$ cat src/rtl/gpio_pkg.sv
// Package: shared register offsets and pin-mode encoding for the GPIO port.
// Assumes a 2-bit register offset on the CPU bus.
package gpio_pkg;
    localparam int ADDR_W = 2;

    localparam logic [ADDR_W-1:0] OFS_DATA = 2'd0;
    localparam logic [ADDR_W-1:0] OFS_DIR  = 2'd1;
    localparam logic [ADDR_W-1:0] OFS_OPT  = 2'd2;

    typedef enum logic [1:0] {
        PM_FLOAT_IN = 2'b00,
        PM_IRQ_IN   = 2'b01,
        PM_OD_OUT   = 2'b10,
        PM_PP_OUT   = 2'b11
    } pin_mode_e;
endpackage

$ cat src/rtl/gpio_sync.sv
// Module: two-flop synchroniser for a vector of asynchronous pad inputs.
// Assumes each bit is independent; no cross-bit coherence is implied.
module gpio_sync #(
    parameter int WIDTH = 8
) (
    input  logic             clk,
    input  logic             rst_n,
    input  logic [WIDTH-1:0] async_in,
    output logic [WIDTH-1:0] sync_out
);
    logic [WIDTH-1:0] stage1_q;
    logic [WIDTH-1:0] stage2_q;

    // Two register stages per bit to settle metastability.
    always_ff @(posedge clk) begin
        if (!rst_n) begin
            stage1_q <= '0;
            stage2_q <= '0;
        end else begin
            stage1_q <= async_in;
            stage2_q <= stage1_q;
        end
    end

    assign sync_out = stage2_q;
endmodule

$ cat src/rtl/gpio_regs.sv
// Module: data latch, direction and option registers with read-back mux.
// Assumes single-cycle write strobes; reads are combinational on the offset.
// Option bits cleared in OPT_IMPL are never stored and read as zero.
module gpio_regs
    import gpio_pkg::*;
#(
    parameter int               WIDTH    = 8,
    parameter logic [WIDTH-1:0] OPT_IMPL = '1
) (
    input  logic              clk,
    input  logic              rst_n,
    input  logic [ADDR_W-1:0] bus_addr,
    input  logic              bus_we,
    input  logic [WIDTH-1:0]  bus_wdata,
    input  logic [WIDTH-1:0]  pin_sync,
    output logic [WIDTH-1:0]  bus_rdata,
    output logic [WIDTH-1:0]  latch_q,
    output logic [WIDTH-1:0]  dir_q,
    output logic [WIDTH-1:0]  opt_q,
    output logic              data_wr
);
    logic dir_wr;
    logic opt_wr;

    assign data_wr = bus_we && (bus_addr == OFS_DATA);
    assign dir_wr  = bus_we && (bus_addr == OFS_DIR);
    assign opt_wr  = bus_we && (bus_addr == OFS_OPT);

    // Output latch: loaded by every data write regardless of direction.
    always_ff @(posedge clk) begin
        if (!rst_n)       latch_q <= '0;
        else if (data_wr) latch_q <= bus_wdata;
    end

    // Direction register: 1 = output, 0 = input.
    always_ff @(posedge clk) begin
        if (!rst_n)      dir_q <= '0;
        else if (dir_wr) dir_q <= bus_wdata;
    end

    // Option register: unimplemented bits are held at zero.
    always_ff @(posedge clk) begin
        if (!rst_n)      opt_q <= '0;
        else if (opt_wr) opt_q <= bus_wdata & OPT_IMPL;
    end

    // Read-back mux: data reads mix latch and pin per direction bit.
    always_comb begin
        unique case (bus_addr)
            OFS_DATA: bus_rdata = (latch_q & dir_q) | (pin_sync & ~dir_q);
            OFS_DIR:  bus_rdata = dir_q;
            OFS_OPT:  bus_rdata = opt_q;
            default:  bus_rdata = '0;
        endcase
    end
endmodule

$ cat src/rtl/gpio_pin_ctrl.sv
// Module: per-pin mode decoder driving pad controls from register bits.
// Assumes PP_ALLOWED is 0 on pins where push-pull drive is reserved; such
// pins use open-drain drive when push-pull is requested.
module gpio_pin_ctrl
    import gpio_pkg::*;
#(
    parameter bit PP_ALLOWED = 1'b1
) (
    input  logic latch_bit,
    input  logic dir_bit,
    input  logic opt_bit,
    output logic pad_out_bit,
    output logic pad_oe_bit,
    output logic pad_pu_bit,
    output logic irq_en_bit
);
    pin_mode_e mode;

    // Decode direction and option into a pin mode, applying the reservation.
    always_comb begin
        mode = pin_mode_e'({dir_bit, opt_bit});
        if (!PP_ALLOWED && mode == PM_PP_OUT) mode = PM_OD_OUT;
    end

    // Drive pad controls from the decoded mode.
    always_comb begin
        pad_out_bit = 1'b0;
        pad_oe_bit  = 1'b0;
        pad_pu_bit  = 1'b0;
        irq_en_bit  = 1'b0;
        unique case (mode)
            PM_FLOAT_IN: ;
            PM_IRQ_IN: begin
                pad_pu_bit = 1'b1;
                irq_en_bit = 1'b1;
            end
            PM_OD_OUT: pad_oe_bit = ~latch_bit;
            PM_PP_OUT: begin
                pad_oe_bit  = 1'b1;
                pad_out_bit = latch_bit;
            end
            default: ;
        endcase
    end
endmodule

$ cat src/rtl/gpio_irq.sv
// Module: falling-edge detector with sticky pending flags per pin.
// Assumes synchronised inputs; a clear and a new edge in the same cycle
// leave the new edge pending.
module gpio_irq #(
    parameter int WIDTH = 8
) (
    input  logic             clk,
    input  logic             rst_n,
    input  logic [WIDTH-1:0] pin_sync,
    input  logic [WIDTH-1:0] irq_en,
    input  logic             clear,
    output logic [WIDTH-1:0] fall_vec,
    output logic             irq
);
    logic [WIDTH-1:0] prev_q;
    logic [WIDTH-1:0] pend_q;

    // Previous synchronised level, for edge detection.
    always_ff @(posedge clk) begin
        if (!rst_n) prev_q <= '0;
        else        prev_q <= pin_sync;
    end

    assign fall_vec = prev_q & ~pin_sync & irq_en;

    // Pending flags: set on enabled falling edge, cleared by a data write.
    always_ff @(posedge clk) begin
        if (!rst_n)     pend_q <= '0;
        else if (clear) pend_q <= fall_vec;
        else            pend_q <= pend_q | fall_vec;
    end

    assign irq = |pend_q;
endmodule

$ cat src/rtl/gpio_port.sv
// Module: top of the configurable GPIO port.
// Assumes asynchronous pad inputs and a synchronous CPU register bus.
// OPT_IMPL marks pins with an option bit; PP_RESERVED marks pins where
// push-pull drive is not allowed.
module gpio_port
    import gpio_pkg::*;
#(
    parameter int               WIDTH       = 8,
    parameter logic [WIDTH-1:0] OPT_IMPL    = '1,
    parameter logic [WIDTH-1:0] PP_RESERVED = '0
) (
    input  logic              clk,
    input  logic              rst_n,
    input  logic [ADDR_W-1:0] bus_addr,
    input  logic              bus_we,
    input  logic [WIDTH-1:0]  bus_wdata,
    output logic [WIDTH-1:0]  bus_rdata,
    input  logic [WIDTH-1:0]  pad_in,
    output logic [WIDTH-1:0]  pad_out,
    output logic [WIDTH-1:0]  pad_oe,
    output logic [WIDTH-1:0]  pad_pu,
    output logic              irq
);
    logic [WIDTH-1:0] pin_sync;
    logic [WIDTH-1:0] latch_q;
    logic [WIDTH-1:0] dir_q;
    logic [WIDTH-1:0] opt_q;
    logic [WIDTH-1:0] irq_en;
    logic [WIDTH-1:0] fall_vec;
    logic             data_wr;

    gpio_sync #(.WIDTH(WIDTH)) u_sync (
        .clk      (clk),
        .rst_n    (rst_n),
        .async_in (pad_in),
        .sync_out (pin_sync)
    );

    gpio_regs #(.WIDTH(WIDTH), .OPT_IMPL(OPT_IMPL)) u_regs (
        .clk       (clk),
        .rst_n     (rst_n),
        .bus_addr  (bus_addr),
        .bus_we    (bus_we),
        .bus_wdata (bus_wdata),
        .pin_sync  (pin_sync),
        .bus_rdata (bus_rdata),
        .latch_q   (latch_q),
        .dir_q     (dir_q),
        .opt_q     (opt_q),
        .data_wr   (data_wr)
    );

    // One mode decoder per pin, each with its own push-pull permission.
    for (genvar i = 0; i < WIDTH; i++) begin : g_pin
        gpio_pin_ctrl #(.PP_ALLOWED(!PP_RESERVED[i])) u_pin (
            .latch_bit   (latch_q[i]),
            .dir_bit     (dir_q[i]),
            .opt_bit     (opt_q[i]),
            .pad_out_bit (pad_out[i]),
            .pad_oe_bit  (pad_oe[i]),
            .pad_pu_bit  (pad_pu[i]),
            .irq_en_bit  (irq_en[i])
        );
    end

    gpio_irq #(.WIDTH(WIDTH)) u_irq (
        .clk      (clk),
        .rst_n    (rst_n),
        .pin_sync (pin_sync),
        .irq_en   (irq_en),
        .clear    (data_wr),
        .fall_vec (fall_vec),
        .irq      (irq)
    );
endmodule

$ cat config.mk
export PLATFORM = sky130hd
export DESIGN_NAME = gpio_port
export DESIGN_NICKNAME = d
export VERILOG_FILES = /design/src/rtl/gpio_pkg.sv /design/src/rtl/gpio_sync.sv /design/src/rtl/gpio_regs.sv /design/src/rtl/gpio_pin_ctrl.sv /design/src/rtl/gpio_irq.sv /design/src/rtl/gpio_port.sv
export SDC_FILE = /design/constraint.sdc
export NUM_CORES = 1
export LEC_CHECK = 0
export ABC_CLOCK_PERIOD_IN_PS = 1260
export BUFFER_PORTS_ARGS = -buffer_cell sky130_fd_sc_hd__buf_2
export CORE_MARGIN = 2
export CORE_UTILIZATION = 54
export DETAILED_ROUTE_END_ITERATION = 10
export PLACE_DENSITY = 0.79
export RECOVER_POWER = 25
export REMOVE_ABC_BUFFERS = 1
export SYNTH_ARGS = -nofsm -noshare
export SYNTH_HDL_FRONTEND = slang
export SYNTH_SLANG_ARGS = --single-unit
$ cat constraint.sdc
create_clock -name clk -period 1.26 [get_ports clk]
set_input_delay 0.252 -clock clk [delete_from_list [all_inputs] [get_ports clk]]
set_output_delay 0.252 -clock clk [all_outputs]
set_load 0.005 [all_outputs]
==> summary.txt <==
Outcome
  • Result of the run: complete, but fails checks
  • Violated checks: setup timing

Pwr
  • Max IR drop VDD: approximately 600 uV
  • Static Leak: ~0.0014 uW
  • Power Density: about 1000 mW/mm2

Drt
  • Post-route ant nets: 0
  • Initial DRC Count: approximately 110
  • Post-Route WL: roughly 5.3 mm
  • DRT Pass-1 Iters: 4
  • Via count: 1964
  • # DRC: 0
  • WL/cell: approximately 14 um
  • Vias per inst: 5.27

Place
  • GP Congestion: 0.702
  • Post-Place Setup Slack: -439 ps
  • # port buffers: 53
  • Area post-placement: roughly 0.0028 mm2
  • HPWL Detailed: about 3.5 mm

CTS
  • Clk slew on worst S/H paths: 90 ps
  • CTS tree: done
  • Clock latency on the worst-skew pair: approximately 300 ps
  • CTS Buffer Depth: 2
  • Cts hold-fix bufs: 0
  • Root Buffer: clkbuf_8
  • H-tree Lvls: 2
  • CTS buffer count: 5
  • CTS sink cnt: 56

STA
  • RSZ-0062 raised after global routing: yes
  • Minimum clock period: 1550 ps
  • Slew Limit Fails: 0
  • Skew final: ~2.7 ps
  • Final TNS setup: -2700 ps
  • Max frequency: approximately 640 MHz
  • Slew HR: 67.2%
  • Final setup fails: 22
  • Worst-margin pin slew: between 400 and 500 ps
  • Final period util: 123%
  • Worst Slack Setup Final: -291 ps
  • Fin. Hold Viols: 0

Final layout
  • Finished layout cell area: 0.00321 mm2
  • Final Net Count: between 300 and 400
  • Layout cell share with drive strength beyond 1: 45.1%
  • P&R area growth vs syn: 22.9%
  • Commonest non-fill, non-tap cell in the layout: buf_2
  • Commonest non-fill, non-tap cells in the layout: buf_2 (44), nand2_1 (41), dfxtp_1 (30)
  • Layout Utilization: between 60% and 70%
  • Diode count: 0

Yosys
  • Mapped Area: ~0.0026 mm2
  • Sequential-to-total area share from yosys stat: between 40% and 50%
  • Distinct cells, synth: 25
  • Seq cells post-synth: 56
  • Post-Syn Instances: between 200 and 300
  • Syn. warnings: 0
  • Post-synth top area share: between 40 and 50%
  • Synth top area cells: dfxtp_1 (43%), mux2i_1 (9.2%), buf_4 (6.9%), nand2_1 (5.9%), and2_1 (5.7%)
  • Area leader, netlist: dfxtp_1
  • Mean Syn Cell Area: 9.60 um2

Floorplanning
  • Core Rows: 25
  • Die ar.: approximately 0.0054 mm2
  • Effective utilization at floorplan: between 50% and 60%
  • I/O pin count: between 50 and 60
  • Die height: around 74 um
  • Core area: between 0.004 and 0.005 mm2
  • Die X: 73.6 um

Worst setup path
  • Crit path max fanout: 2
  • Crit path kind: reg -> out
  • Critical Path RT: between 1000 and 1500 ps
  • Cell family with most CP delay: flip-flops
  • Worst setup EP type: output pin
  • Slowest cell delay on critical path: roughly 340 ps
  • Critical Path Start Type: flop
  • CP max stage cell: dfxtp_2
  • Worst Path Arrival: 1300 ps
  • Crit path cell chain: or2_4 -> a221o_1 -> buf_2
  • CP bufs+invs: 1

Global route
  • Antenna violations before repair: 0
  • First-pass GRT wire length: 8.23 mm
  • Largest net degree at the start of global routing: 43
  • Global route overflow: 0
  • Tot GR Track Use: 19.8%
  • Vias in the first global route: around 1.8k

Job
  • Maxcap violations: 0

Min path
  • Worst hold path type: in -> reg
[synth_stat cells]
cell type	count
nor2_1	8
nor4_1	2
buf_8	2
and2_1	24
a21boi_0	8
a221o_1	8
buf_2	3
nor4b_1	8
nor2b_1	9
or2_2	7
nand2_1	41
nand3b_4	1
nor3b_2	1
dfxtp_1	56
nor4bb_1	8
or2_0	1
clkbuf_1	5
and3b_2	1
mux2i_1	24
inv_1	8
buf_4	24
buf_1	1
and3_1	8
buf_6	6
o2bb2ai_1	8
[what timing repair did]
action / 4_1_cts / 5_1_grt
resized for setup: 61 / 36
pin swaps: 15 / 15
cloned: 0 / 0
endpoints found under the setup margin: 26 / 26
buffers inserted: 3 / 9
[layer usage]
metal	track usage [%]	part of all wire [%]	vias to the layer above
met3	3.70	2.8	7
met1	25.6	47	933
met2	33.8	50	35
met5	0	0	-
li1	-	-	989
met4	5.45	1.0	0
[through the flow]
step	total power (uW)	hold WS (ps)	instances
after floorplan	2030	369	231
after global placement	2210	414	359
after detailed placement	2220	421	359
after CTS	3260	139	368
after global routing	3380	134	373
final	3250	146	373
[cell families after synthesis]
| family | after synthesis | synth area share [%] |
|---|---|---|
| AOI/OAI and AO/OA | 24 | 8.05 |
| and+or+nand+nor | 119 | 26.6 |
| buffers and inverters | 49 | 13.2 |
| muxes | 24 | 9.20 |
| DFF | 56 | 42.9 |
[path summary, 6_finish.rpt]
path	from	end	slack, ps	cells past startpoint
worst max-delay path	u_regs.latch_q[7]	bus_rdata[7]	-290	3
worst min-delay path	pad_in[5]	u_sync.stage1_q[5]	150	2
worst max register to register	u_regs.dir_q[3]	u_irq.pend_q[3]	200	4
worst min register to register	u_sync.stage1_q[0]	u_sync.sync_out[0]	440	1
[area by class of cell]
class,instances,area (um2)
multi-input combinational,167,1290
timing repair buffer,81,566
sequential,56,1170
inverter,8,30.0
tap,54,67.6
clock buffer,7,96.3
fill,394,1480
[state kept, by name (all words and copies together) (netlist names)]
signal	cells
u_regs.opt_q	8
u_regs.latch_q	8
u_irq.pend_q	8
u_sync.sync_out	8
u_regs.dir_q	8
u_sync.stage1_q	8
u_irq.prev_q	8
[report_power, final]
part	internal, uW	switching [uW]
clock network	490	536
logic	184	170
registers	1820	40.8
total	2500	747
(Power assumes the default switching activity.)
